$ cat src/rtl/pld_mc_pkg.sv
package pld_mc_pkg;

  // Mode code {global select, cell select}
  typedef enum logic [1:0] {
    MC_REG     = 2'b00,
    MC_COMB_ON = 2'b01,
    MC_COMB_PT = 2'b10,
    MC_INPUT   = 2'b11
  } mc_mode_e;

  typedef enum logic [1:0] {
    EN_GLOBAL = 2'd0,
    EN_ALWAYS = 2'd1,
    EN_TERM   = 2'd2,
    EN_NEVER  = 2'd3
  } en_src_e;

  typedef enum logic [1:0] {
    FB_REG_N  = 2'd0,
    FB_OWN    = 2'd1,
    FB_ALT    = 2'd2
  } fb_src_e;

  typedef struct packed {
    en_src_e en_src;
    logic    out_reg;
    fb_src_e fb_src;
  } mc_ctl_t;

endpackage

$ cat src/rtl/mc_ctl_decode.sv
module mc_ctl_decode
  import pld_mc_pkg::*;
(
  input  logic    glob_sel,
  input  logic    fb_glob_sel,
  input  logic    cell_sel,
  output mc_ctl_t ctl
);

  mc_mode_e mode;
  mc_mode_e fb_code;

  assign mode    = mc_mode_e'({glob_sel, cell_sel});
  assign fb_code = mc_mode_e'({fb_glob_sel, cell_sel});

  always_comb begin
    ctl = '{en_src: EN_NEVER, out_reg: 1'b0, fb_src: FB_OWN};
    unique case (mode)
      MC_REG:     begin ctl.en_src = EN_GLOBAL; ctl.out_reg = 1'b1; end
      MC_COMB_ON: ctl.en_src = EN_ALWAYS;
      MC_COMB_PT: ctl.en_src = EN_TERM;
      MC_INPUT:   ctl.en_src = EN_NEVER;
      default:    ctl.en_src = EN_NEVER;
    endcase
    unique case (fb_code)
      MC_REG:   ctl.fb_src = FB_REG_N;
      MC_INPUT: ctl.fb_src = FB_ALT;
      default:  ctl.fb_src = FB_OWN;
    endcase
  end

endmodule

$ cat src/rtl/mc_cell.sv
module mc_cell
  import pld_mc_pkg::*;
(
  input  logic    clk,
  input  logic    rst_n,
  input  logic    oe_pin,
  input  mc_ctl_t ctl,
  input  logic    pol,
  input  logic    sum,
  input  logic    en_term,
  input  logic    pad_in,
  input  logic    alt_in,
  output logic    pad_out,
  output logic    pad_oe,
  output logic    fb
);

  logic d_term;
  logic q;

  assign d_term = pol ? sum : ~sum;

  always_ff @(posedge clk or negedge rst_n) begin
    if (!rst_n) q <= 1'b0;
    else        q <= d_term;
  end

  assign pad_out = ctl.out_reg ? q : d_term;

  always_comb begin
    unique case (ctl.en_src)
      EN_GLOBAL: pad_oe = oe_pin;
      EN_ALWAYS: pad_oe = 1'b1;
      EN_TERM:   pad_oe = en_term;
      default:   pad_oe = 1'b0;
    endcase
  end

  always_comb begin
    unique case (ctl.fb_src)
      FB_REG_N: fb = ~q;
      FB_ALT:   fb = alt_in;
      default:  fb = pad_in;
    endcase
  end

endmodule

$ cat src/rtl/pld_mc_bank.sv
module pld_mc_bank
  import pld_mc_pkg::*;
#(
  parameter int N_CELLS = 8
) (
  input  logic               clk,
  input  logic               rst_n,
  input  logic               oe_pin,
  input  logic               cfg_comb,
  input  logic               cfg_edge,
  input  logic [N_CELLS-1:0] cfg_mode,
  input  logic [N_CELLS-1:0] cfg_pol,
  input  logic [N_CELLS-1:0] sum_term,
  input  logic [N_CELLS-1:0] en_term,
  input  logic [N_CELLS-1:0] pad_in,
  output logic [N_CELLS-1:0] pad_out,
  output logic [N_CELLS-1:0] pad_oe,
  output logic [N_CELLS-1:0] fb
);

  localparam int LAST = N_CELLS - 1;

  for (genvar i = 0; i < N_CELLS; i++) begin : g_cell
    logic    alt_src;
    logic    fb_glob;
    mc_ctl_t ctl;

    if (i == 0) begin : g_low_end
      assign alt_src = oe_pin;
      assign fb_glob = cfg_edge;
    end else if (i == LAST) begin : g_high_end
      assign alt_src = clk;
      assign fb_glob = cfg_edge;
    end else begin : g_mid
      assign alt_src = pad_in[i+1];
      assign fb_glob = cfg_comb;
    end

    mc_ctl_decode u_dec (
      .glob_sel    (cfg_comb),
      .fb_glob_sel (fb_glob),
      .cell_sel    (cfg_mode[i]),
      .ctl         (ctl)
    );

    mc_cell u_cell (
      .clk     (clk),
      .rst_n   (rst_n),
      .oe_pin  (oe_pin),
      .ctl     (ctl),
      .pol     (cfg_pol[i]),
      .sum     (sum_term[i]),
      .en_term (en_term[i]),
      .pad_in  (pad_in[i]),
      .alt_in  (alt_src),
      .pad_out (pad_out[i]),
      .pad_oe  (pad_oe[i]),
      .fb      (fb[i])
    );
  end

endmodule

$ cat config.mk
export PLATFORM = sky130hd
export DESIGN_NAME = pld_mc_bank
export DESIGN_NICKNAME = d
export VERILOG_FILES = /design/src/rtl/pld_mc_pkg.sv /design/src/rtl/mc_ctl_decode.sv /design/src/rtl/mc_cell.sv /design/src/rtl/pld_mc_bank.sv
export SDC_FILE = /design/constraint.sdc
export NUM_CORES = 1
export LEC_CHECK = 0
export BUFFER_PORTS_ARGS = -buffer_cell sky130_fd_sc_hd__buf_2
export CAP_MARGIN = 20
export CORE_ASPECT_RATIO = 0.7
export CORE_MARGIN = 2
export CORE_UTILIZATION = 47
export DETAILED_ROUTE_END_ITERATION = 8
export GPL_TIMING_DRIVEN = 0
export PLACE_DENSITY = 0.89
export SYNTH_ARGS = -nofsm -noshare
export SYNTH_HDL_FRONTEND = slang
export SYNTH_SLANG_ARGS = --single-unit
$ cat constraint.sdc
create_clock -name clk -period 2.4 [get_ports clk]
set_clock_uncertainty 0.2 [all_clocks]
set_input_delay 0.48 -clock clk [delete_from_list [all_inputs] [get_ports clk]]
set_output_delay 0.48 -clock clk [all_outputs]
set_load 0.02 [all_outputs]
* Word-level counts from Yosys, hierarchy flattened
Cells that the tools add are included.
** Word-level totals
- Flip-flop bits (word level) :: 8
- Bits of input ports :: 45
- Output and inout bits :: 24
- Word-level logic and storage cells :: 156
** Operators by class
- Equal/unequal tests :: 50
- Multiplexer cells :: 56
- Bitwise gates (word level) :: 16
- Reduce and logical (&&, ||, !) cells :: 26
** Operator list (count)
- $eq 2x2->1 const B :: 34
- $pmux 2 s4 :: 8
- $logic_not 2->1 :: 26
- $eq 2x1->1 const B :: 16
- $pmux 2 s2 :: 8
- $mux 1 :: 24
- $pmux 1 s3 :: 8
- $not 1->1 :: 16
- $pmux 1 s2 :: 8

* Depth between registers and ports, before layout
- Word-level depth :: 4
- Depth in mapped cells :: 5
- Gate-level depth less buffers :: 4

* Hierarchy
Synthesis repeated with hierarchy kept, for this count alone.
** Unflattened totals
- Cells, all modules :: 112
- Area, all modules :: 870.8 sq um
** By module, submodules not included
- mc_cell :: times used 8, cells each 10, area an instance 85.1 sq um, sequential area each 25.0 sq um
- mc_ctl_decode :: times used 8, cells each 4, area an instance 23.8 sq um, sequential area each 0.0 sq um

==> results.ini <==
[finish]
postLayoutCoreUtil=0.723
reg_top3=g_cell.u_cell.q (8)
drive_gt1_frac=0.498
nFillCells=217
n_antenna_cell=0
largest-register=g_cell.u_cell.q
regArea_um2=200
area_growth_pct=44.9
nets=322
largest_reg_flops=8
multiInputGateArea_um2=1020

[detailed_routing]
wl_um=3180
drc_errors=0
dr.pass1.iters=4
drt_iter0_drc=15
routedWlPerCell_um=11.7
num_vias=1261
ant_nets=0
post_drt_via_cell_ratio=4.65

[cts]
cts_tree=done
cts.clk_slew.worst_paths_ns=0.05

[setup_path]
path_buf_inv=5
cpMostUsedCell=buf_4
crit_required_ns=1.72
crit_fanout=13
worstSetupStartpoint=cfg_comb
max_stage_delay_ns=0.30
slowest_stage=ha_1
worstPathCellList=buf_16 > clkinvlp_4 > buf_6 > ha_1 > nor2b_1 > a31oi_1 > buf_4 > buf_4
crit_path_end_kind=output port
worstSetupPathType=in -> out
crit_family=buffers and inverters
crit_arrival_ns=1.70
start_kind=primary input

[timing]
fmax_mhz=420
slew_violations=0
setup_tns_ns=0
hold_ws_ns=0.133
fin_ws_ns=0.0215
timing.final.crit_period_ns=2.38
slew_headroom=0.838
finalCritPeriodShare=0.991
tightest_slew_ns=0.243
setup_viol=0
hold_viol=0
rsz0062_at_grt=true

[worst_hold_path]
worstHoldPathCells=2
whs_endpoint=g_cell[7].u_cell.q$_DFF_PN0_
hold_start=sum_term[7]
holdCritPathClass=in -> reg

[flow_run]
maxCapViolCount=0

[pwr]
peakVddDrop_mv=0.379
p_per_area_nw_per_um2=425
leakage_nw=1.11

[logic_synthesis]
syn-cell-area_um2=1410
syn_inst=159
synth_nets=244
synth_area_leaders=ha_1 36%, dfrtp_1 14%, buf_4 13%
ys_ff_latch=8
synth_top_area_frac=0.355
ys_seq_area_frac=0.142
syn_avg_cell_area_um2=8.86
yosys_warnings=0
synth_top_cell_by_area=ha_1
synth.distinct_cells=16

[global_route]
grt_usage=0.186
grt_busiest_layer=met2
grt.met3_usage=0.0511
grt_pass1_vias=1154
use_met1=0.215
grt_use_met2=0.322
gr-total-overflow=0
grt_pass1_wl_um=4990
antenna_found_initial=0
grt_max_degree=14

[die]
die_w_um=69.4
initial_core_util=0.499
core_area_um2=2820
fp.dieArea_um2=3460
die_h_um=49.8
ios=69
fp-row-count=16

[placement]
port_buffers=67
dp_hpwl_um=2310
place_congestion=0.772
detailedPlace.worstSlack_ns=-0.657

[outcome]
outcome=finished, final reports clean

==> power by group <==
part / internal, W / switching [W]
logic: 0.000203 / 0.000186
registers: 0.000149 / 0.00000613
clock network: 0.000227 / 0.0000954
total: 0.000580 / 0.000287
==> layout make-up <==
type / instances / area share
plain buffers: 24 / 0.0870
clock buffers: 7 / 0.0460
inverters: 18 / 0.0349
multi-input cells: 108 / 0.501
flip-flops and latches: 8 / 0.0980
well taps: 36 / 0.0221
repair buffers: 70 / 0.211
==> cells in the final DEF, fill, tap and decap left out, types with 2 or more instances in the layout <==
cell type / Yosys / routed
buf_2: 1 / 61
ha_1: 40 / 36
buf_4: 24 / 28
inv_1: 18 / 17
nand2b_1: 10 / 10
nor2_1: 8 / 8
nor2b_1: 8 / 8
xnor2_1: 8 / 8
dfrtp_1: 8 / 8
nand2_1: 8 / 7
a31oi_1: 8 / 7
mux2_2: 7 / 7
clkbuf_8: 0 / 6
a221oi_2: 0 / 3
a221oi_1: 6 / 3
ha_4: 0 / 3
buf_6: 0 / 3
nor3_1: 2 / 2
a21oi_1: 2 / 2
==> per-layer routing <==
metal,up-vias,share of wire
met5,-,0
met4,0,0.015
met3,6,0.056
met2,39,0.49
met1,567,0.44
li1,649,-
==> logic make-up after synthesis <==
logic type	count (synthesis)	synth area share
XOR/XNOR	8	0.0497
AO/OA/AOI/OAI	16	0.0799
multiplexers	8	0.0639
AND/OR/NAND/NOR	36	0.130
flip-flops	8	0.142
adder cells (fa/ha/maj)	40	0.355
buffers and inverters	43	0.179
==> worst max path at each step <==
stage	slack (ns)	to	depth (start not counted)
after detailed placement	-0.66	pad_oe[4]	7
after CTS	0.0002	fb[7]	5
final	0.02	fb[6]	8
after global routing	-0.04	pad_oe[6]	8
after global placement	-0.64	fb[6]	7
after floorplan	0.19	fb[1]	5
==> synthesized netlist by cell type <==
library cell   n
a221oi_1       6
nand2_1        8
ha_1          40
dfrtp_1        8
buf_2          1
nor3_1         2
nand2b_1      10
nor2_1         8
inv_1         18
a21oi_1        2
xnor2_1        8
a31oi_1        8
mux2_1         1
mux2_2         7
buf_4         24
nor2b_1        8
==> metrics by stage <==
stage	power [W]	instances	cell area, um2
finish	0.000867	271	2040
floorplan	0.000405	159	1410
detailed placement	0.000525	262	1790
CTS	0.000859	271	1970
global route	0.000921	271	2040
global placement	0.000516	262	1790
==> timing repair <==
item                                   4_1_cts  5_1_grt
endpoints found under the hold margin        8        0
buffers inserted                             2        0
hold buffers                                 1        0
pin swaps                                    1        1
gates cloned                                 1        0
resized for setup                           11       13
setup endpoints to repair                   19       11
(Power assumes the default switching activity.)
